<file path="src/rtl/dc9_pkg.sv">
package dc9_pkg;
    typedef enum logic [2:0] {
        ST_IDLE  = 3'd0,
        ST_SETUP = 3'd1,
        ST_LOW   = 3'd2,
        ST_HIGH  = 3'd3,
        ST_GAP   = 3'd4
    } dc9_state_e;
endpackage

</file>
<file path="src/rtl/dc9_word_fmt.sv">
module dc9_word_fmt #(
    parameter int ADDR_W = 8
) (
    input  logic [1:0]          widx_i,
    input  logic                two_i,
    input  logic [ADDR_W-1:0]   addr_i,
    input  logic [2*ADDR_W-1:0] val_i,
    output logic [ADDR_W:0]     word_o
);
    // word 0 carries the address with flag 0; later words carry bytes with flag 1
    always_comb begin
        if (widx_i == 2'd0)
            word_o = {1'b0, addr_i};
        else if (widx_i == 2'd1 && two_i)
            word_o = {1'b1, val_i[2*ADDR_W-1:ADDR_W]};
        else
            word_o = {1'b1, val_i[ADDR_W-1:0]};
    end
endmodule

</file>
<file path="src/rtl/dc9_phase_limit.sv">
module dc9_phase_limit
    import dc9_pkg::*;
#(
    parameter int HALF_CYC = 4,
    parameter int CNT_W    = 3
) (
    input  dc9_state_e       st_i,
    input  logic [CNT_W-1:0] cnt_i,
    output logic             last_o
);
    localparam logic [CNT_W-1:0] HALF_END = CNT_W'(HALF_CYC - 1);
    localparam logic [CNT_W-1:0] GAP_END  = CNT_W'(2 * HALF_CYC - 1);

    always_comb begin
        if (st_i == ST_GAP)
            last_o = (cnt_i == GAP_END);
        else
            last_o = (cnt_i == HALF_END);
    end
endmodule

</file>
<file path="src/rtl/dc9_spi_writer.sv">
module dc9_spi_writer
    import dc9_pkg::*;
#(
    parameter int HALF_CYC = 4,
    parameter int ADDR_W   = 8
) (
    input  logic                clk,
    input  logic                rst_n,
    input  logic                req_i,
    input  logic [ADDR_W-1:0]   addr_i,
    input  logic [1:0]          nparm_i,
    input  logic [2*ADDR_W-1:0] value_i,
    output logic                sclk_o,
    output logic                mosi_o,
    output logic                cs_n_o,
    output logic                busy_o,
    output logic                done_o
);
    localparam int DATA_W = 2 * ADDR_W;
    localparam int WORD_W = ADDR_W + 1;
    localparam int CNT_W  = (2 * HALF_CYC > 1) ? $clog2(2 * HALF_CYC) : 1;
    localparam int BIT_W  = $clog2(WORD_W);
    localparam logic [BIT_W-1:0] TOP_BIT = BIT_W'(WORD_W - 1);

    typedef struct packed {
        dc9_state_e        st;
        logic [CNT_W-1:0]  cnt;
        logic [1:0]        widx;
        logic [1:0]        last_w;
        logic [BIT_W-1:0]  bidx;
        logic              two;
        logic [ADDR_W-1:0] addr;
        logic [DATA_W-1:0] val;
        logic              sclk;
        logic              cs_n;
        logic              mosi;
        logic              done;
    } dc9_regs_t;

    dc9_regs_t r_q, r_d;
    logic [ADDR_W:0]  word_cur;
    logic             phase_last;
    logic [1:0]       np_eff;
    logic [BIT_W-1:0] bidx_m1;

    dc9_word_fmt #(.ADDR_W(ADDR_W)) u_fmt (
        .widx_i (r_q.widx),
        .two_i  (r_q.two),
        .addr_i (r_q.addr),
        .val_i  (r_q.val),
        .word_o (word_cur)
    );

    dc9_phase_limit #(.HALF_CYC(HALF_CYC), .CNT_W(CNT_W)) u_lim (
        .st_i   (r_q.st),
        .cnt_i  (r_q.cnt),
        .last_o (phase_last)
    );

    assign np_eff  = (nparm_i == 2'd3) ? 2'd2 : nparm_i;
    assign bidx_m1 = r_q.bidx - BIT_W'(1);

    always_comb begin
        r_d      = r_q;
        r_d.done = 1'b0;
        r_d.cnt  = phase_last ? '0 : r_q.cnt + CNT_W'(1);
        unique case (r_q.st)
            ST_IDLE: begin
                r_d.cnt = '0;
                if (req_i) begin
                    r_d.st     = ST_SETUP;
                    r_d.addr   = addr_i;
                    r_d.val    = value_i;
                    r_d.last_w = np_eff;
                    r_d.two    = (np_eff == 2'd2);
                    r_d.widx   = 2'd0;
                    r_d.bidx   = TOP_BIT;
                    r_d.cs_n   = 1'b0;
                    r_d.mosi   = 1'b0;   // command flag leads
                    r_d.sclk   = 1'b1;
                end
            end
            ST_SETUP: begin
                if (phase_last) begin
                    r_d.st   = ST_LOW;
                    r_d.sclk = 1'b0;
                end
            end
            ST_LOW: begin
                if (phase_last) begin
                    r_d.st   = ST_HIGH;
                    r_d.sclk = 1'b1;
                end
            end
            ST_HIGH: begin
                if (phase_last) begin
                    if (r_q.bidx == '0) begin
                        if (r_q.widx == r_q.last_w) begin
                            r_d.st   = ST_GAP;
                            r_d.cs_n = 1'b1;
                            r_d.mosi = 1'b1;
                        end else begin
                            r_d.st   = ST_LOW;
                            r_d.sclk = 1'b0;
                            r_d.widx = r_q.widx + 2'd1;
                            r_d.bidx = TOP_BIT;
                            r_d.mosi = 1'b1;   // data flag of next word
                        end
                    end else begin
                        r_d.st   = ST_LOW;
                        r_d.sclk = 1'b0;
                        r_d.bidx = bidx_m1;
                        r_d.mosi = word_cur[bidx_m1];
                    end
                end
            end
            ST_GAP: begin
                if (phase_last) begin
                    r_d.st   = ST_IDLE;
                    r_d.done = 1'b1;
                end
            end
            default: r_d.st = ST_IDLE;
        endcase
    end

    always_ff @(posedge clk or negedge rst_n) begin
        if (!rst_n) begin
            r_q      <= '0;
            r_q.st   <= ST_IDLE;
            r_q.sclk <= 1'b1;
            r_q.cs_n <= 1'b1;
            r_q.mosi <= 1'b1;
        end else begin
            r_q <= r_d;
        end
    end

    assign sclk_o = r_q.sclk;
    assign mosi_o = r_q.mosi;
    assign cs_n_o = r_q.cs_n;
    assign busy_o = (r_q.st != ST_IDLE);
    assign done_o = r_q.done;

    // clock parked high outside a transfer
    assert_sclk_idle_R2: assert property (@(posedge clk) disable iff (!rst_n)
        cs_n_o |-> sclk_o);

    // data held while clock stays high inside a transfer
    assert_mosi_hold_R2: assert property (@(posedge clk) disable iff (!rst_n)
        (!cs_n_o && sclk_o && $past(sclk_o) && !$past(cs_n_o)) |-> $stable(mosi_o));

    // chip select releases only with clock high
    assert_cs_release_R7: assert property (@(posedge clk) disable iff (!rst_n)
        $rose(cs_n_o) |-> sclk_o);

    // done is a single-cycle pulse outside busy
    assert_done_pulse_R8: assert property (@(posedge clk) disable iff (!rst_n)
        done_o |=> !done_o);
    assert_done_idle_R8: assert property (@(posedge clk) disable iff (!rst_n)
        done_o |-> !busy_o);

    // captured request held while busy
    assert_req_ignored_R9: assert property (@(posedge clk) disable iff (!rst_n)
        (busy_o && req_i) |=> ($stable(r_q.addr) && $stable(r_q.val) && $stable(r_q.last_w)));
endmodule

</file>
<file path="config.mk">
export PLATFORM = sky130hd
export DESIGN_NAME = dc9_spi_writer
export DESIGN_NICKNAME = d
export VERILOG_FILES = /design/src/rtl/dc9_pkg.sv /design/src/rtl/dc9_word_fmt.sv /design/src/rtl/dc9_phase_limit.sv /design/src/rtl/dc9_spi_writer.sv
export SDC_FILE = /design/constraint.sdc
export NUM_CORES = 1
export LEC_CHECK = 0
export CAP_MARGIN = 20
export CORE_MARGIN = 2
export CORE_UTILIZATION = 40
export DETAILED_ROUTE_END_ITERATION = 6
export PLACE_DENSITY = 0.72
export SYNTH_ARGS = -nofsm -noshare
export SYNTH_HDL_FRONTEND = slang
export SYNTH_SLANG_ARGS = --single-unit
</file>
<file path="constraint.sdc">
create_clock -name clk -period 3.95 [get_ports clk]
set_input_delay 0.5925 -clock clk [delete_from_list [all_inputs] [get_ports clk]]
set_output_delay 0.5925 -clock clk [all_outputs]
set_load 0.005 [all_outputs]
</file>
==> impl_results.md <==
* # rows at 26
* Post-placement cell area at 2545 um^2
* Pwr/cell area at 733.6 nW/um^2
* Crit end category: primary output
* Switch share at 37.62%
* Period utilisation layout at 60.65%
* Via-to-Cell Ratio at 4.929
* #FFs+latches synth at 43
* P_sw at 0.0007333 W
* Multi-input gate area at 1018 um^2
* Synthesized cell area at 2198 um^2
* Post-CTS Setup Bufs at 0
* Setup violators final at 0
* Max-Slew Margin vs Limit at 37.41%
* Clk pwr share at 17.7%
* I/O pin count at 34
* Fill count at 481
* Startpoint types: flop
* DR pass1 iterations at 4
* Clk Latency, worst-skew pair at 0.30 ns
* Clock sink count at 43
* Register Area at 1080 um^2
* Synth Warn # at 0
* Gpl congestion at 0.8158
* Drt drc at 0
* Initial antenna violation count at 0
* GRT Total Usage at 15.22%
* Skew final at 0.01316 ns
* Hold Violations, Final at 0
* Sequential share of the synthesized area at 49.12%
* Largest net degree at the start of global routing at 44
* Worst EP arrival at 1.80 ns
* Die width at 78.14 um
* Sequential share of power at 40.2%
* Root buf cell: clkbuf_8
* Grt ovf at 0
* Slew @ Worst Pin at 0.9388 ns
* Fin area at 2658 um^2
* VDD IR max at 0.2409 mV
* Post-synth net total at 270
* Critical Path RT at 3.36 ns
* Int Pwr at 0.001216 W
* Synth Instances at 236
* Initial drt markers at 86
* WL/cell at 12.51 um
* TritonCTS clock tree: done
* Maximum clock frequency at 417.4 MHz
* CTS Buffer Depth at 2
* Total Power at 0.001949 W
* Ys async rst share at 100.0%
* Worst hold path type: input pin to asynchronous set/reset pin
* Sum of negative setup slack at 0 ns
* Post-synth EDFFs at 0
* RSZ-0062 raised after global routing: false
* Max Slew Vio Count at 0
* CTS Hold Bufs at 0
* Vias at 1661
* Comb pwr share at 42.0%
* Status: finished clean
* Routed wire length at 4217 um
* Ant. Diodes at 0
* Mapped Avg Cell Area at 9.315 um^2
* Min cycle time layout at 2.396 ns
* H-tree depth at 2
* Final nets at 300
* Hpwl dp at 2991 um
* Clk slew on worst S/H paths at 0.09 ns
* Initial Utilization at 42.24%
* Post-synth cell types at 48
* DIE AREA at 6105 um^2
* Port bufs at 33
* Post-cts resize count at 0
* Routed Antenna Nets at 0
* Core Footprint at 5205 um^2
* Share of cells above drive strength 1 at 9.738%
* Worst Reg-to-Reg Cells at 3
* Leak pwr at 1.239 nW
* Vias in the first global route at 1654
* Die height at 78.14 um
* First-pass GRT wire length at 7320 um
* Layout area overhead at 20.89%
* Post-synth top flop: dfrtp_1
* CP Max Fanout at 11
* Maxcap violations at 0
* Setup CP Type: flop to primary output
* Num CTS Buffers at 5
==> cells in the mapped netlist, types with 2 or more instances <==
cell,count,area [um^2]
nand2_1,89,334.1
xor2_1,2,17.52
and2_1,2,12.51
inv_1,9,33.78
ha_1,5,62.56
nor2b_1,2,12.51
clkbuf_1,2,7.510
o21ai_0,8,40.04
buf_4,5,37.54
nand3b_1,2,15.01
dfrtp_1,40,1001
buf_2,2,10.01
a21oi_1,6,30.03
o41ai_1,2,17.52
nor3_1,5,25.02
xnor2_1,4,35.03
mux4_2,2,45.04
o31ai_1,2,15.01
nand2b_1,2,12.51
mux2i_1,4,40.04
mux2_2,4,45.04
a22oi_1,2,15.01
dfstp_2,3,78.83
nor2_1,7,26.28
a31o_2,2,17.52
==> final timing paths <==
kind / start / to / slack [ns]
worst max-delay path: r_q[42] / busy_o / 1.55
worst min-delay path: rst_n / r_q[16] / 0.43
worst max register to register: r_q[42] / r_q[27] / 1.86
worst min register to register: r_q[37] / r_q[37] / 0.44
max in group asynchronous: rst_n / r_q[41] / 2.94
min in group clk: r_q[37] / r_q[37] / 0.44
==> state kept, by name, summed over array words and instances, names as in the netlist <==
| name | cells |
|---|---|
| r_q | 39 |
| cs_n_o | 1 |
| done_o | 1 |
| mosi_o | 1 |
| sclk_o | 1 |
==> power by group through the flow <==
stage	sequential (W)	clock [W]	combinational [W]
3_3_place_gp	0.000787	0	0.000809
2_1_floorplan	0.000732	0	0.000683
3_5_place_dp	0.000793	0	0.000823
5_1_grt	0.000818	0.000373	0.000929
6_report	0.000784	0.000346	0.000820
4_1_cts	0.000784	0.000354	0.000826
==> kinds of logic after synthesis <==
group,Yosys count,synth area share (%)
AO/OA/AOI/OAI,36,12.07
XOR/XNOR,6,2.390
adder cells (fa/ha/maj),5,2.846
buffers and inverters,19,4.553
flip-flops,43,49.12
multiplexers,10,5.919
AND/OR/NAND/NOR,117,23.11
==> cell usage in the layout, fill, tap and decap left out, types with 2 or more instances in the layout <==
master,count
nor3_1,5
a22oi_1,2
nand2b_1,2
a21oi_1,6
nor2_1,7
mux2i_1,4
mux2_2,4
ha_1,5
o31ai_1,2
xor2_1,2
mux4_2,2
clkbuf_8,5
dfstp_2,3
xnor2_1,4
and2_1,2
o41ai_1,2
dfrtp_1,40
a31o_2,2
clkdlybuf4s50_1,32
nand3b_1,2
nor2b_1,2
o21ai_0,8
inv_1,9
nand2_1,89
==> final cells by class <==
cell class                      count  area share (%)
Sequential cell                    43           40.63
Multi-Input combinational cell    174           38.32
Timing Repair Buffer               33           12.24
Tap cell                           70           3.296
Clock buffer                        5           2.589
Clock inverter                      3           1.648
Inverter                            9           1.271
==> metrics by stage <==
| step | cells | utilization (%) | worst slack (ns) | hold slack, ns |
|---|---|---|---|---|
| floorplan | 236 | - | 2.223 | 0.2969 |
| global placement | 329 | 48.89 | 1.662 | 0.4226 |
| detailed placement | 329 | 48.89 | 1.569 | 0.4312 |
| CTS | 337 | 51.06 | 1.533 | 0.4423 |
| global route | 337 | 51.06 | 1.456 | 0.4760 |
| finish | 337 | 51.06 | 1.554 | 0.4260 |
==> per-layer routing <==
layer  track usage, %  vias up  wire length, um
met2            24.66       33             1933
met3            3.103        5              168
met1            19.69      769             2042
met4            6.842        0               72
met5                0        -                0
li1                 -      854                -
==> worst max-delay path, stage by stage, from the launching register on <==
cell and delay [ns]:
dfrtp_1 0.49, nor3_1 0.48, inv_1 0.08, clkdlybuf4s50_1 0.45
Note: power is estimated with default switching activity, not from simulation.
